## config.mk

```make
export PLATFORM = sky130hd
export DESIGN_NAME = trap_entry_ctrl
export DESIGN_NICKNAME = d
export VERILOG_FILES = /design/src/rtl/trap_entry_pkg.sv /design/src/rtl/trap_arbiter.sv /design/src/rtl/trap_target.sv /design/src/rtl/trap_entry_ctrl.sv
export SDC_FILE = /design/constraint.sdc
export NUM_CORES = 1
export LEC_CHECK = 0
export BUFFER_PORTS_ARGS = -buffer_cell sky130_fd_sc_hd__buf_4
export CAP_MARGIN = 20
export CORE_MARGIN = 2
export CORE_UTILIZATION = 27
export CTS_CLUSTER_DIAMETER = 40
export CTS_CLUSTER_SIZE = 40
export DETAILED_ROUTE_END_ITERATION = 12
export PLACE_DENSITY_LB_ADDON = 0.15
export SLEW_MARGIN = 30
export SYNTH_ARGS = -nofsm -noshare
export SYNTH_HDL_FRONTEND = slang
export SYNTH_SLANG_ARGS = --single-unit
```

## constraint.sdc

```tcl
create_clock -name clk -period 4.35 [get_ports clk]
set_input_delay 0.2175 -clock clk [delete_from_list [all_inputs] [get_ports clk]]
set_output_delay 0.2175 -clock clk [all_outputs]
set_load 0.005 [all_outputs]
```

## src/rtl/trap_entry_pkg.sv

```systemverilog
package trap_entry_pkg;
    localparam int CODE_W   = 12;
    localparam int SR_FD    = 15;
    localparam int SR_BL    = 28;
    localparam int SR_RB    = 29;
    localparam int SR_MD    = 30;
    localparam int SR_IM_LO = 4;
    localparam int IM_W     = 4;

    localparam logic [CODE_W-1:0] CODE_NONE     = '1;
    localparam logic [CODE_W-1:0] CODE_RESET    = 12'h000;
    localparam logic [CODE_W-1:0] CODE_MANUAL   = 12'h020;
    localparam logic [CODE_W-1:0] CODE_MULTIHIT = 12'h140;
    localparam logic [CODE_W-1:0] CODE_MISS_RD  = 12'h040;
    localparam logic [CODE_W-1:0] CODE_MISS_WR  = 12'h060;
    localparam logic [CODE_W-1:0] CODE_SWTRAP   = 12'h160;
    localparam logic [CODE_W-1:0] CODE_UNMASKED = 12'h1E0;

    localparam int OFS_GENERAL = 'h100;
    localparam int OFS_MISS    = 'h400;
    localparam int OFS_IRQ     = 'h600;
    localparam logic [31:0] RESET_PC = 32'hA000_0000;

    typedef enum logic [1:0] {ACT_NONE, ACT_EXC, ACT_IRQ} act_e;
    typedef enum logic [1:0] {ST_IDLE, ST_TAKE, ST_SKIP} st_e;
endpackage

```

## src/rtl/trap_arbiter.sv

```systemverilog
module trap_arbiter
    import trap_entry_pkg::*;
(
    input  logic [CODE_W-1:0] exc_code,
    input  logic              irq_req,
    input  logic              halt_wake,
    input  logic              blocked,
    input  logic              ic_vec_ok,
    output act_e              act,
    output logic [CODE_W-1:0] eff_code,
    output logic              want_query,
    output logic              wake_clr
);
    logic exc_pend;

    assign exc_pend   = (exc_code != CODE_NONE);
    assign want_query = irq_req && !exc_pend;

    always_comb begin
        act      = ACT_NONE;
        eff_code = exc_code;
        wake_clr = 1'b0;
        if (exc_pend) begin
            act      = ACT_EXC;
            wake_clr = blocked;
            if (blocked && exc_code != CODE_UNMASKED) begin
                eff_code = CODE_RESET;
            end
        end else if (irq_req) begin
            if ((!blocked || halt_wake) && ic_vec_ok) begin
                act      = ACT_IRQ;
                wake_clr = blocked;
            end
        end
    end
endmodule

```

## src/rtl/trap_target.sv

```systemverilog
module trap_target
    import trap_entry_pkg::*;
#(
    parameter int XLEN = 32
) (
    input  act_e              act,
    input  logic [CODE_W-1:0] eff_code,
    input  logic [XLEN-1:0]   sr,
    input  logic [XLEN-1:0]   pc,
    input  logic [XLEN-1:0]   vbr,
    input  logic              in_slot,
    output logic [XLEN-1:0]   new_sr,
    output logic [XLEN-1:0]   new_pc,
    output logic [XLEN-1:0]   save_pc
);
    localparam logic [XLEN-1:0] INSN_BYTES = XLEN'(2);
    localparam logic [XLEN-1:0] ADD_GEN    = XLEN'(OFS_GENERAL);
    localparam logic [XLEN-1:0] ADD_MISS   = XLEN'(OFS_MISS);
    localparam logic [XLEN-1:0] ADD_IRQ    = XLEN'(OFS_IRQ);
    localparam logic [XLEN-1:0] RST_TGT    = XLEN'(RESET_PC);

    always_comb begin
        new_sr         = sr;
        new_sr[SR_BL]  = 1'b1;
        new_sr[SR_MD]  = 1'b1;
        new_sr[SR_RB]  = 1'b1;
        save_pc        = in_slot ? (pc - INSN_BYTES) : pc;
        new_pc         = vbr + ADD_GEN;
        if (act == ACT_IRQ) begin
            new_pc = vbr + ADD_IRQ;
        end else begin
            case (eff_code)
                CODE_RESET, CODE_MANUAL, CODE_MULTIHIT: begin
                    new_sr[SR_FD]              = 1'b0;
                    new_sr[SR_IM_LO +: IM_W]   = '1;
                    new_pc                     = RST_TGT;
                end
                CODE_MISS_RD, CODE_MISS_WR: new_pc = vbr + ADD_MISS;
                CODE_SWTRAP:                save_pc = save_pc + INSN_BYTES;
                default: ;
            endcase
        end
    end
endmodule

```

## src/rtl/trap_entry_ctrl.sv

```systemverilog
module trap_entry_ctrl
    import trap_entry_pkg::*;
#(
    parameter int XLEN   = 32,
    parameter int SLOT_W = 3
) (
    input  logic              clk,
    input  logic              rst_n,
    input  logic              start,
    input  logic [11:0]       exc_code,
    input  logic              irq_req,
    input  logic              halt_wake,
    input  logic [11:0]       ic_vec,
    input  logic              ic_vec_ok,
    output logic              ic_query,
    output logic [3:0]        ic_level,
    input  logic [XLEN-1:0]   sr_in,
    input  logic [XLEN-1:0]   pc_in,
    input  logic [XLEN-1:0]   r15_in,
    input  logic [XLEN-1:0]   vbr_in,
    input  logic [SLOT_W-1:0] slot_flags,
    output logic              done,
    output logic              taken_exc,
    output logic              taken_irq,
    output logic              halt_wake_clr,
    output logic              slot_clr,
    output logic [XLEN-1:0]   ssr,
    output logic [XLEN-1:0]   spc,
    output logic [XLEN-1:0]   sgr,
    output logic [11:0]       expevt,
    output logic [11:0]       intevt,
    output logic [XLEN-1:0]   sr_out,
    output logic [XLEN-1:0]   pc_out
);
    st_e               state, state_nx;
    act_e              act, kind_q;
    logic [CODE_W-1:0] eff_code;
    logic              want_query, wake_clr, accept, in_slot;
    logic [XLEN-1:0]   new_sr, new_pc, save_pc;

    assign accept  = (state == ST_IDLE) && start;
    assign in_slot = |slot_flags;

    trap_arbiter u_arb (
        .exc_code   (exc_code),
        .irq_req    (irq_req),
        .halt_wake  (halt_wake),
        .blocked    (sr_in[SR_BL]),
        .ic_vec_ok  (ic_vec_ok),
        .act        (act),
        .eff_code   (eff_code),
        .want_query (want_query),
        .wake_clr   (wake_clr)
    );

    trap_target #(.XLEN(XLEN)) u_tgt (
        .act      (act),
        .eff_code (eff_code),
        .sr       (sr_in),
        .pc       (pc_in),
        .vbr      (vbr_in),
        .in_slot  (in_slot),
        .new_sr   (new_sr),
        .new_pc   (new_pc),
        .save_pc  (save_pc)
    );

    assign ic_query = accept && want_query;
    assign ic_level = sr_in[SR_IM_LO +: IM_W];

    always_comb begin
        state_nx = state;
        unique case (state)
            ST_IDLE: if (start) state_nx = (act != ACT_NONE) ? ST_TAKE : ST_SKIP;
            ST_TAKE: state_nx = ST_IDLE;
            ST_SKIP: state_nx = ST_IDLE;
            default: state_nx = ST_IDLE;
        endcase
    end

    always_ff @(posedge clk or negedge rst_n) begin
        if (!rst_n) state <= ST_IDLE;
        else        state <= state_nx;
    end

    always_ff @(posedge clk or negedge rst_n) begin
        if (!rst_n) begin
            kind_q        <= ACT_NONE;
            halt_wake_clr <= 1'b0;
            slot_clr      <= 1'b0;
            ssr           <= '0;
            spc           <= '0;
            sgr           <= '0;
            expevt        <= '0;
            intevt        <= '0;
            sr_out        <= '0;
            pc_out        <= '0;
        end else begin
            halt_wake_clr <= 1'b0;
            slot_clr      <= 1'b0;
            if (accept) begin
                kind_q <= act;
                if (act != ACT_NONE) begin
                    ssr           <= sr_in;
                    spc           <= save_pc;
                    sgr           <= r15_in;
                    sr_out        <= new_sr;
                    pc_out        <= new_pc;
                    slot_clr      <= in_slot;
                    halt_wake_clr <= wake_clr;
                    if (act == ACT_EXC) expevt <= eff_code;
                    else                intevt <= ic_vec;
                end
            end
        end
    end

    assign done      = (state != ST_IDLE);
    assign taken_exc = (state == ST_TAKE) && (kind_q == ACT_EXC);
    assign taken_irq = (state == ST_TAKE) && (kind_q == ACT_IRQ);

    assert_done_next_R11: assert property (@(posedge clk) disable iff (!rst_n)
        accept |=> done);
    assert_done_single_R11: assert property (@(posedge clk) disable iff (!rst_n)
        done |=> !done);
    assert_one_kind_R11: assert property (@(posedge clk) disable iff (!rst_n)
        $onehot0({taken_exc, taken_irq}));
    assert_exc_first_R1: assert property (@(posedge clk) disable iff (!rst_n)
        (accept && exc_code != CODE_NONE) |=> (taken_exc && !taken_irq));
    assert_block_reset_R2: assert property (@(posedge clk) disable iff (!rst_n)
        (accept && exc_code != CODE_NONE && exc_code != CODE_UNMASKED && sr_in[SR_BL])
        |=> (expevt == CODE_RESET));
    assert_save_sr_R5: assert property (@(posedge clk) disable iff (!rst_n)
        accept |=> (!(taken_exc || taken_irq) || ssr == $past(sr_in)));
    assert_skip_hold_R12: assert property (@(posedge clk) disable iff (!rst_n)
        (done && !taken_exc && !taken_irq) |-> ($stable(pc_out) && $stable(spc)));
endmodule

```

-- After elaboration in Yosys (flattened, before gate mapping)
Index checks and enable logic that the tools add are counted.
- add/sub/neg operators: 5
- eq/ne operators: 13
- muxes and demuxes: 24
- bitwise operators: 1
- reduce and logical (&&, ||, !) cells: 20
- operators with widths (operator ; count):
    two-way mux 32 bit ; 4
    adder 32 x 11 -> 32 bit, second input constant ; 2
    one-hot mux 32 bit (2 select lines) ; 1
    adder 32 x 2 -> 32 bit, second input constant ; 1
    adder 32 x 9 -> 32 bit, second input constant ; 1
    subtractor 32 x 2 -> 32 bit, second input constant ; 1
    == test 12 x 7 -> 1 bit, second input constant ; 2
    == test 12 x 9 -> 1 bit, second input constant ; 2
    two-way mux 12 bit ; 2
    == test 12 x 6 -> 1 bit, second input constant ; 1
    zero test 12 bit ; 1
    two-way mux 2 bit ; 6
    inequality test 12 bit, second input constant ; 1
    inequality test 12 x 9 -> 1 bit, second input constant ; 1
    two-way mux 1 bit ; 9
    two-way mux 4 bit ; 2
    logical AND 1 bit ; 7
    == test 2 x 1 -> 1 bit, second input constant ; 3
    AND reduction 3 bit ; 2
    OR reduction 3 bit ; 2
    == test 2 bit, second input constant ; 2
    nonzero test 2 bit ; 2
    zero test 1 bit ; 2
    zero test 2 bit ; 1
    5 further kinds ; 5
- flip-flop bits (word level): 190
- output and inout bits: 194

-- Logic depth before layout (Yosys ltp)
Gate-level depths: netlist (run 1).
- word-level depth: 10
- gate-level depth with buffers: 12
- gate-level depth less buffers: 10

-- Modules after synthesis
From an unflattened synthesis (run 1), not the netlist that was laid out.
- cell total of the unflattened synthesis: 987
- area total of the unflattened synthesis: 10816.6 µm²
- by module, submodules not included (module ; instances ; cells each ; area each (µm²) ; seq. area each (µm²)):
    trap_entry_ctrl ; 1 ; 414 ; 7160.6 ; 4754.6
    trap_target ; 1 ; 537 ; 3410.8 ; 0.0
    trap_arbiter ; 1 ; 36 ; 245.2 ; 0.0

-- Worst setup path after synthesis (run 1)
Ideal clock, no wire load.
- path type: input port to flip-flop
- start: input port pc_in[2]
- end: register spc[18]
- library setup time: 0.127 ns
- data arrival time: 2.730 ns
- data required time: 4.223 ns
- path slack: 1.492 ns
- stages: 11
- cells stage by stage: clkbuf_1 inv_1 ha_1 nor4_1 o221ai_2 or4_1 buf_2 nor4_4 mux2i_1 xor2_1 o21ai_2
- word-level cells in the longest chain between the ends: 5
- ends and longest elaborated chain (what ; line ; RTL):
    start: declaration ; trap_entry_ctrl.sv:18 ; input logic [XLEN-1:0] pc_in,
    subtractor 32 x 2 -> 32 bit ; trap_target.sv:27 ; save_pc = in_slot ? (pc - INSN_BYTES) : pc;
    two-way mux 32 bit (*) ; trap_target.sv:27 ;
    adder 32 x 2 -> 32 bit ; trap_target.sv:39 ; CODE_SWTRAP: save_pc = save_pc + INSN_BYTES;
    two-way mux 32 bit ; trap_target.sv:32 ; case (eff_code)
    two-way mux 32 bit (*) ; trap_target.sv:29 ; if (act == ACT_IRQ) begin
    end signal: assignment ; trap_entry_ctrl.sv:105 ; spc <= save_pc;
    end: declaration ; trap_entry_ctrl.sv:28 ; output logic [XLEN-1:0] spc,
Mark *: on every way between the ends. The rest lies on a longest branch, timed or not.
A chain may end at the register's enable or synchronous reset.

-- Worst setup path after layout (run 1)
- start: input port pc_in[1]
- end: register spc[28]
The elaborated chain is that of the path after synthesis.

==> out/results.ini, run 1 <==
[logic_synthesis]
synth_cell_types=71
synthTopCellsByArea=dfrtp_1 44%, nand2_1 13%, xnor2_1 4.5%, o21ai_0 3.8%, nor2_1 2.5%
synth-compound-area-share=0.130
avgSynthCellArea_um2=8.48
ys_async_sr_fraction=1.00
synth_warnings=0
yosys.area_share.adder=0.00942
synthMuxAreaShare=0.0190
synth_ff_type=dfrtp_1
synth_top_family_by_area=simple AND/OR/NAND/NOR gates
synth_edf_count=0
synth_top_area_frac=0.441
yosysTopAreaCell=dfrtp_1
syn_inst=1097
synth_fp_nets=1265
ys_ff_latch=164
syn_area_um2=9300
synth-seq-area-share=0.441
synthSimpleGateAreaFrac=0.279
synth_xor_area_frac=0.0687

[route]
ant_nets=0
dr.pass1.iters=5
wire_per_inst_um=16.6
viasPerCell=4.72
drt-total-wl_mm=32.0
drt_iter0_drc=463
vias=9100
drc_errors=0

[grt]
grt_pass1_vias=8751
grt_overflow=0
grt_antenna_before_repair=1
grt_pass1_wl_mm=49.7
grt_use_total=0.175
grt_max_degree=175

[setup_path]
critPathTopFamily=simple AND/OR/NAND/NOR gates
crit_path_frequent_cell=buf_4
worst_ep_arrival_time_ns=3.30
crit_required_ns=4.64
startpoint_type=primary input
crit_chain=buf_4 > inv_1 > ha_1 > nor3b_1 > nand4b_1 > buf_4 > a2111oi_0 > o32ai_1 > nor4b_4 > nand3_1 > xnor2_1 > o21ai_1
slowest_delay_ns=0.64
endpoint_kind=flop
worst_path_max_delay_cell=a2111oi_0
cp_max_fo=15
cp.buffers_inverters=3
critPathKind=primary input to flop

[layout]
drive_gt1_frac=0.292
multiInputGateArea_um2=4740
layout.nets=1634
syn_to_final_growth_pct=46.0
final_cell_mix=359 x buf_4, 314 x nand2_1, 164 x dfrtp_1
design_area_um2=13600
regArea_um2=4100
layout_commonest_cell=buf_4
fillers=3471
fin_util=0.403

[floorplanning]
ios=355
dieArea_um2=35900
start_util=0.276
chipWidth_um=190
coreArea_um2=33700
die_h_um=190
num_rows=67

[cts]
cts_buffer_depth=2
cts_setup_buffers=0
cts_buffers=17
path_clk_slew_ns=0.08
cts_resized=0
cts_hold_buffers=74
clock-sinks=164
clk_latency_ns=0.43
cts_tree=yes
h-tree-depth=4
cts_root_buf=clkbuf_16

[timing]
hold_violations=0
setup_slack_ns=1.34
worst_pin_slew_ns=0.816
fmax_ghz=0.332
min_period_over_period=0.692
tns_ns=0
fin_skew_ns=0.00852
slew_viol_final=0
slew_headroom=0.456
rsz0062_at_grt=no
period_needed_ns=3.01
setup_viol=0

[place]
post-dp-hpwl_mm=22.9
gp_congestion=0.847
place.port_buffers=354
dp_slack_ns=0.866
placed_area_um2=12200

[power]
vdd_drop_max_v=0.000259
power.internal_w=0.00316
switchingPower_w=0.00127
p_leak_nw=6.32
combPwrFrac=0.223
p_total_w=0.00443
seq_power_share=0.407
power.density_nw_per_um2=326
p_sw_frac=0.287
clkPwrFrac=0.370

[run_status]
status=finished, final reports clean

[run]
drv_cap=0

[min_path]
min_path_type=primary input to flop

power groups by stage:
stage	Clock, W	Sequential, W	Combinational [W]
2_1_floorplan	0	0.00183	0.000357
3_3_place_gp	0	0.00183	0.000945
3_5_place_dp	0	0.00183	0.000946
4_1_cts	0.00172	0.00181	0.00100
5_1_grt	0.00178	0.00183	0.00109
6_report	0.00164	0.00180	0.000987
Yosys cell counts (4+ instances only):
cell type and count:
o21ai_0 70, nand4_1 14, nand2b_1 4, mux2_2 13, and3_1 10, o311ai_0 4, nor4_1 16, o31a_1 5
xor2_1 25, o21ai_1 12, o31ai_1 5, and2_1 4, a21oi_1 20, buf_4 30, a22o_1 9, a31oi_1 7
nor2b_1 6, nand3b_1 4, nor3_1 42, nor2_1 62, xnor2_1 48, or4_1 6, buf_1 7, nand3_1 30
or2_2 4, inv_1 10, dfrtp_1 164, clkbuf_1 47, nand4b_1 6, a21o_1 4, or3_1 12, ha_1 7
o211ai_1 7, o22ai_1 8, nand2_1 314
area by class of cell:
class | instances | area share
clock inverter | 14 | 0.0144
tap | 448 | 0.0413
sequential | 164 | 0.302
antenna | 1 | 0.000184
timing repair buffer | 437 | 0.258
multi-input combinational | 836 | 0.349
clock buffer | 18 | 0.0323
inverter | 10 | 0.00286
flip-flops by register name, indices dropped and copies added, names as in the netlist:
signal         flops
sgr               32
slot_clr           1
expevt            12
sr_out             6
intevt            12
ssr               32
halt_wake_clr      1
pc_out            32
state              2
spc               32
kind_q             2
final timing paths:
check	startpoint	endpoint	slack [ns]	depth (start not counted)
worst max register to register	state[1]	sr_out[5]	1.93	7
min in group asynchronous	rst_n	intevt[7]	0.41	2
max in group asynchronous	rst_n	sr_out[15]	2.97	3
worst min register to register	sr_out[6]	sr_out[6]	0.47	2
worst max-delay path	pc_in[1]	spc[28]	1.34	12
worst min-delay path	sr_in[25]	ssr[25]	0.03	3
worst reg2reg max path: stages, from the launching register on:
cell and delay, ns:
dfrtp_1 0.39, nor2_1 0.17, and2_1 0.27, o21ai_4 0.11
clkinv_2 0.45, buf_4 0.65, o21ai_0 0.20, nand2_1 0.11
metal layers:
metal / share of wire / up-vias / global-route usage
met1: 0.45 / 4303 / 0.232
met2: 0.49 / 267 / 0.294
met4: 0.018 / 0 / 0.0459
li1: - / 4510 / -
met5: 0 / - / 0
met3: 0.048 / 20 / 0.0336
logic make-up after synthesis:
family                     after synthesis
AOI/OAI and AO/OA                      186
xor gates and xnor gates                73
adders and majority gates                7
buffers and inverters                   97
DFF                                    164
muxes                                   16
and+or+nand+nor                        554
stage by stage:
stage	hold WS, ns	cells
after floorplan	-0.0781	1097
after global placement	0.365	1820
after detailed placement	0.368	1820
after CTS	0.00732	1926
after global routing	0.0111	1928
final	0.0279	1928
(Power assumes the default switching activity.)
==> inputs of run 2 (changes only) <==
--- a/config.mk
+++ b/config.mk
@@ -5,6 +5,7 @@
 export SDC_FILE = /design/constraint.sdc
 export NUM_CORES = 1
 export LEC_CHECK = 0
+export ABC_AREA = 1
 export BUFFER_PORTS_ARGS = -buffer_cell sky130_fd_sc_hd__buf_4
 export CAP_MARGIN = 20
 export CORE_MARGIN = 2
==> constraint.sdc (replaced) <==
create_clock -name clk -period 3.1 [get_ports clk]
set_input_delay 0.155 -clock clk [delete_from_list [all_inputs] [get_ports clk]]
set_output_delay 0.155 -clock clk [all_outputs]
set_load 0.005 [all_outputs]
==> out/results.ini, run 2 <==
[setup_path]
endpoint_kind=flop  ; unchanged
critPathTopFamily=simple AND/OR/NAND/NOR gates  ; unchanged
cp_max_fo=15  ; unchanged
slowest_delay_ns=0.54  ; was 0.64 ns
crit_chain=dlygate4sd3_1 > buf_4 > inv_1 > nand2_1 > nor2_2 > nand3_2 > nand2_2 > nor2_2 > nor2_1 > nor2_1 > nand4_2 > nand2_4 > nor2_4 > a21boi_0 > o21ai_0  ; was buf_4 > inv_1 > ha_1 > nor3b_1 > nand4b_1 > buf_4 > a2111oi_0 > o32ai_1 > nor4b_4 > nand3_1 > xnor2_1 > o21ai_1
startpoint_type=primary input  ; unchanged
critPathKind=primary input to flop  ; unchanged
worst_ep_arrival_time_ns=2.93  ; was 3.30 ns
worst_path_max_delay_cell=dlygate4sd3_1  ; was a2111oi_0
cp.buffers_inverters=3  ; unchanged
crit_required_ns=3.46  ; was 4.64 ns

[logic_synthesis]
ys_ff_latch=164  ; unchanged
synthTopCellsByArea=dfrtp_1 40%, nand2_1 20%, xor2_1 4.7%, nor2_1 4.6%, inv_1 4.5%  ; was dfrtp_1 44%, nand2_1 13%, xnor2_1 4.5%, o21ai_0 3.8%, nor2_1 2.5%
syn_area_um2=10300  ; was 9300 µm²
synth_cell_types=43  ; was 71
synth_top_area_frac=0.397  ; was 0.441
synth_warnings=0  ; unchanged
syn_inst=1456  ; was 1097
synth_common_cells=552 x nand2_1, 164 x dfrtp_1, 127 x nor2_1, 125 x inv_1, 79 x nand3_1  ; was 314 x nand2_1, 164 x dfrtp_1, 70 x o21ai_0, 62 x nor2_1, 48 x xnor2_1
yosys.cell_count.top_type=nand2_1  ; unchanged
yosysTopAreaCell=dfrtp_1  ; unchanged
avgSynthCellArea_um2=7.11  ; was 8.48 µm²
synth_ff_type=dfrtp_1  ; unchanged
synth_fp_nets=1624  ; was 1265
synth-seq-area-share=0.397  ; was 0.441
ys_async_sr_fraction=1.00  ; unchanged
synth_edf_count=0  ; unchanged

[layout]
fillers=4012  ; was 3471
final_cell_mix=551 x nand2_1, 359 x buf_4, 164 x dfrtp_1  ; was 359 x buf_4, 314 x nand2_1, 164 x dfrtp_1
layout.nets=2021  ; was 1634
drive_gt1_frac=0.253  ; was 0.292
layout_commonest_cell=nand2_1  ; was buf_4
syn_to_final_growth_pct=43.6  ; was 46.0%
finalNonFillerCells=2379  ; was 1928
design_area_um2=14900  ; was 13600 µm²

[run]
drv_cap=0  ; unchanged

[cts]
cts_root_buf=clkbuf_16  ; unchanged
cts_buffers=17  ; unchanged
clk_latency_ns=0.45  ; was 0.43 ns
cts_buffer_depth=2  ; unchanged
clock-sinks=164  ; unchanged
cts_resized=0  ; unchanged
h-tree-depth=4  ; unchanged
path_clk_slew_ns=0.07  ; was 0.08 ns
cts_tree=yes  ; unchanged
cts_setup_buffers=0  ; unchanged

[floorplanning]
ios=355  ; unchanged
num_rows=71  ; was 67
coreArea_um2=37700  ; was 33700 µm²
die_h_um=200  ; was 190 µm
dieArea_um2=39900  ; was 35900 µm²
start_util=0.275  ; was 0.276
chipWidth_um=200  ; was 190 µm

[grt]
grt_antenna_before_repair=1  ; unchanged
grt_overflow=0  ; unchanged
grt_max_degree=129  ; was 175
grt_use_total=0.183  ; was 0.175
grt_pass1_vias=10300  ; was 8751
grt_pass1_wl_mm=56.5  ; was 49.7 mm

[run_status]
status=finished, final reports clean  ; unchanged

[power]
p_leak_nw=7.61  ; was 6.32 nW
power.density_nw_per_um2=433  ; was 326 nW/µm²
vdd_drop_max_v=0.000398  ; was 0.000259 V
p_total_w=0.00644  ; was 0.00443 W

[timing]
setup_viol=0  ; unchanged
setup_slack_ns=0.528  ; was 1.34 ns
fin_skew_ns=0.00999  ; was 0.00852 ns
period_needed_ns=2.57
slew_headroom=0.441  ; was 0.456
tns_ns=0  ; unchanged
hold_violations=0  ; unchanged
slew_viol_final=0  ; unchanged
rsz0062_at_grt=no  ; unchanged
fmax_ghz=0.389
min_period_over_period=0.830
worst_pin_slew_ns=0.838  ; was 0.816 ns

[place]
gp_congestion=0.855  ; was 0.847
post-dp-hpwl_mm=28.0  ; was 22.9 mm
numPlacedInstances=2256  ; was 1820
placed_area_um2=13300  ; was 12200 µm²
dp_slack_ns=0.597  ; was 0.866 ns
place.port_buffers=354  ; unchanged

[min_path]
min_path_type=primary input to flop  ; unchanged

[route]
drt-total-wl_mm=37.2  ; was 32.0 mm
drt_iter0_drc=496  ; was 463
drc_errors=0  ; unchanged
ant_nets=0  ; unchanged
wire_per_inst_um=15.6  ; was 16.6 µm
dr.pass1.iters=5  ; unchanged
viasPerCell=4.47  ; was 4.72
vias=10600  ; was 9100

-- run 2: changes by cell type after synthesis, sizes merged, moves of 15 or more --
cell / previous run / this run
nor4: 20 / 1
nor2: 62 / 154
a21oi: 20 / 42
inv: 10 / 132
nand3: 30 / 89
xnor2: 48 / 14
nand4: 14 / 29
nand2: 314 / 562
nor3: 43 / 23
xor2: 25 / 56
clkbuf: 47 / 29
-- run 2: worst paths after layout --
kind                        startpoint        end  slack, ns  depth (start not counted)
max                        exc_code[0]  pc_out[9]       0.53                         15
min                        exc_code[1]  expevt[1]       0.03                          3
max reg2reg                   state[1]  expevt[1]       1.08                          7
min reg2reg                     ssr[4]     ssr[4]       0.48                          2
max in group asynchronous        rst_n    sgr[19]       1.92                          3
min in group asynchronous        rst_n  expevt[4]       0.37                          2
-- run 2: worst register-to-register path: stages, from the launching register on --
cell	delay [ns]
dfrtp_1	0.38
nor2_1	0.18
nand2_1	0.11
inv_1	0.16
nand2_1	0.47
inv_1	0.28
nand2_1	0.16
o21ai_0	0.20
-- run 2: cell type report --
| type | count | area, µm² | share of cell area |
|---|---|---|---|
| antenna | 2 | 5.00 | 0.000337 |
| multi-input combinational | 1086 | 5330 | 0.359 |
| clock buffer | 19 | 453 | 0.0305 |
| sequential | 164 | 4100 | 0.276 |
| tap | 511 | 639 | 0.0430 |
| clock inverter | 13 | 171 | 0.0115 |
| inverter | 132 | 497 | 0.0334 |
| timing repair buffer | 452 | 3660 | 0.246 |
-- run 2: report_power, final --
part           leakage, nW  switching (W)  internal, W
combinational         5.28       0.000781     0.000789
sequential            2.04       0.000171      0.00240
clock                0.294       0.000975      0.00132
total                 7.61        0.00193      0.00451
-- run 2: stage by stage --
| step | util | hold WS [ns] |
|---|---|---|
| after floorplan | - | -0.141 |
| after global placement | 0.354 | 0.323 |
| after detailed placement | 0.354 | 0.328 |
| after CTS | 0.394 | 0.00501 |
| after global routing | 0.394 | 0.0238 |
| final | 0.395 | 0.0313 |
-- run 2: repair_timing --
action | CTS | global route
hold endpoints to repair | 177 | 0
hold buffers | 89 | 0
endpoints found under the setup margin | 0 | 0
-- run 2: cell families after synthesis --
family,share of synthesized area
multiplexers,0.0141
adder cells (fa/ha/maj),0.00846
XOR/XNOR,0.0600
AND/OR/NAND/NOR,0.367
flip-flops,0.397
AO/OA/AOI/OAI,0.0649
buffers and inverters,0.0891
-- run 2: routing by layer --
metal	wire length, µm	share of wire	up-vias	GRT usage
li1	-	-	5353	-
met1	16400	0.44	4973	0.234
met2	18100	0.49	283	0.310
met3	2040	0.055	36	0.0368
met4	718	0.019	0	0.0579
met5	0	0	-	0
==> inputs of run 3 (changes only) <==
--- a/config.mk
+++ b/config.mk
@@ -5,7 +5,7 @@
 export SDC_FILE = /design/constraint.sdc
 export NUM_CORES = 1
 export LEC_CHECK = 0
-export ABC_AREA = 1
+export ABC_AREA = 0
 export BUFFER_PORTS_ARGS = -buffer_cell sky130_fd_sc_hd__buf_4
 export CAP_MARGIN = 20
 export CORE_MARGIN = 2
==> constraint.sdc (replaced) <==
create_clock -name clk -period 2.1 [get_ports clk]
set_input_delay 0.105 -clock clk [delete_from_list [all_inputs] [get_ports clk]]
set_output_delay 0.105 -clock clk [all_outputs]
set_load 0.005 [all_outputs]
==> out/results.ini, run 3 (same netlist as run 1, synthesis figures left out) <==
[cts]
path_clk_slew_ns=0.07  ; about the same
cts_buffers=17  ; unchanged
h-tree-depth=4  ; unchanged
clock-sinks=164  ; unchanged
cts_buffer_depth=2  ; unchanged
cts_tree=yes  ; unchanged
clk_latency_ns=0.43  ; was 0.45 ns
cts_root_buf=clkbuf_16  ; unchanged

[setup_path]
worst_path_max_delay_cell=or4_4  ; was dlygate4sd3_1
critPathKind=primary input to flop  ; unchanged
r2r_cells=6  ; was 7
r2r_slack_ns=0.14  ; was 1.08 ns
crit_path_start=exc_code[9]  ; was exc_code[0]
crit_required_ns=2.42  ; was 3.46 ns
r2r_end=pc_out[16]  ; was expevt[1]
endpoint_kind=flop  ; unchanged
startpoint_type=primary input  ; unchanged
slowest_delay_ns=0.57  ; was 0.54 ns
critPathTopFamily=simple AND/OR/NAND/NOR gates  ; unchanged
crit_path_frequent_cell=buf_6
crit_chain=buf_6 > or4_4 > buf_6 > or3_4 > a2111o_1 > nor3_2 > a21oi_2 > a2111oi_4 > xnor2_1 > a21oi_1  ; was dlygate4sd3_1 > buf_4 > inv_1 > nand2_1 > nor2_2 > nand3_2 > nand2_2 > nor2_2 > nor2_1 > nor2_1 > nand4_2 > nand2_4 > nor2_4 > a21boi_0 > o21ai_0
cp.depth=10  ; was 15
worst_ep_arrival_time_ns=2.57  ; was 2.93 ns
r2r_start=state[1]  ; unchanged
cp.buffers_inverters=2  ; was 3
cp_max_fo=3  ; was 15

[timing]
period_needed_ns=2.25
setup_viol=28  ; was 0
hold_violations=0  ; unchanged
fmax_ghz=0.445
rsz0062_at_grt=yes  ; was no
min_period_over_period=1.07
slew_viol_final=0  ; unchanged
holdWs_ns=0.0118  ; was 0.0313 ns
worst_pin_slew_ns=0.557  ; was 0.838 ns
fin_skew_ns=0.0136  ; was 0.00999 ns
slew_headroom=0.628  ; was 0.441
setup_slack_ns=-0.149  ; was 0.528 ns

[floorplanning]
dieArea_um2=35900  ; was 39900 µm²
num_rows=67  ; was 71
die_h_um=190  ; was 200 µm
chipWidth_um=190  ; was 200 µm
ios=355  ; unchanged
coreArea_um2=33700  ; was 37700 µm²
start_util=0.276  ; was 0.275

[route]
drt-total-wl_mm=34.9  ; was 37.2 mm
dr.pass1.iters=5  ; unchanged
drt_iter0_drc=506  ; was 496
drc_errors=0  ; unchanged
vias=10000  ; was 10600
viasPerCell=4.66  ; was 4.47
wire_per_inst_um=16.2  ; was 15.6 µm
ant_nets=0  ; unchanged

[power]
p_total_w=0.00934  ; was 0.00644 W
power.density_nw_per_um2=583  ; was 433 nW/µm²
vdd_drop_max_v=0.000527  ; was 0.000398 V
p_leak_nw=7.61  ; about the same

[grt]
grt_overflow=0  ; unchanged
use_met1=0.238  ; was 0.234
grtUsageMet3=0.0363  ; was 0.0368
busiest_layer=met2  ; unchanged
grt_pass1_wl_mm=53.7  ; was 56.5 mm
grt_antenna_before_repair=3  ; was 1
grt_pass1_vias=9847  ; was 10300
grt_use_total=0.189  ; was 0.183
grt_util_met2=0.328  ; was 0.310
grt_max_degree=60  ; was 129

[min_path]
min_path_type=primary input to flop  ; unchanged
min_to=pc_out[8]  ; was expevt[1]
hp-start=vbr_in[8]  ; was exc_code[1]
whs_path_depth=3  ; unchanged

[layout]
layout_commonest_cell=buf_4  ; was nand2_1
finalNonFillerCells=2154  ; was 2379
layout.nets=1860  ; was 2021
fin_util=0.476  ; was 0.395
drive_gt1_frac=0.413  ; was 0.253
final_cell_mix=536 x buf_4, 310 x nand2_1, 164 x dfrtp_1  ; was 551 x nand2_1, 359 x buf_4, 164 x dfrtp_1
syn_to_final_growth_pct=72.4  ; was 43.6%

[place]
gp_congestion=0.885  ; was 0.855
dp_slack_ns=-0.646  ; was 0.597 ns
post-dp-hpwl_mm=26.4  ; was 28.0 mm
place.port_buffers=354  ; unchanged
numPlacedInstances=2013  ; was 2256

[run_status]
status=complete, but fails checks  ; was finished, final reports clean
violations=negative setup slack

[run]
drv_cap=0  ; unchanged

[run 3: changes by cell type in the layout (fill, tap and decap cells not counted), moves of 29 or more]
cell and change:
xnor2_1 +29, nand3_1 -53, nand2_1 -241, buf_4 +177, nor2_1 -70, xor2_1 -32
inv_1 -115
[run 3: metrics by stage]
| step | cell area [µm²] | TNS (ns) |
|---|---|---|
| floorplan | 9420 | -8.46 |
| global placement | 13800 | -29.76 |
| detailed placement | 13800 | -29.98 |
| CTS | 15600 | -0.686 |
| global route | 16000 | -5.62 |
| finish | 16000 | -2.15 |
[run 3: worst max-delay path by stage]
stage,end,slack [ns]
final,pc_out[31],-0.15
after global routing,spc[27],-0.25
after CTS,pc_out[31],-0.07
after detailed placement,pc_out[31],-0.65
after global placement,spc[22],-0.64
after floorplan,spc[18],-0.56
[run 3: report_power, final]
group | internal (W) | switching (W)
clock | 0.00171 | 0.00150
sequential | 0.00351 | 0.000231
combinational | 0.00132 | 0.00107
[run 3: worst reg2reg max path, stage by stage (launching register included)]
cell and delay, ns:
dfrtp_1 0.39, nor2_1 0.19, and2_1 0.28, nand2_1 0.23, or2_2 0.38, a311o_1 0.33
o311ai_1 0.07
[run 3: cell type report]
class                           count  area (µm²)
Clock inverter                     14         166
Multi-Input combinational cell    836        5270
Antenna cell                        1        2.50
Sequential cell                   164        4100
Clock buffer                       18         429
Tap cell                          448         561
Inverter                           10        38.8
Timing Repair Buffer              663        5460
Fill cell                        3301       17700
[run 3: routing by layer]
metal  part of all wire  vias to the layer above
li1                   -                     4960
met1               0.43                     4747
met2               0.49                      277
met3              0.053                       40
met4              0.022                        4
met5            0.00066                        -
[run 3: what timing repair did]
action                                  4_1_cts  5_1_grt
gates cloned                                  0        2
endpoints found under the setup margin       32       53
hold buffers                                 94        0
buffers inserted                              4        8
pin swaps                                    11       34
gates resized for setup                      34       85
endpoints found under the hold margin       139        0
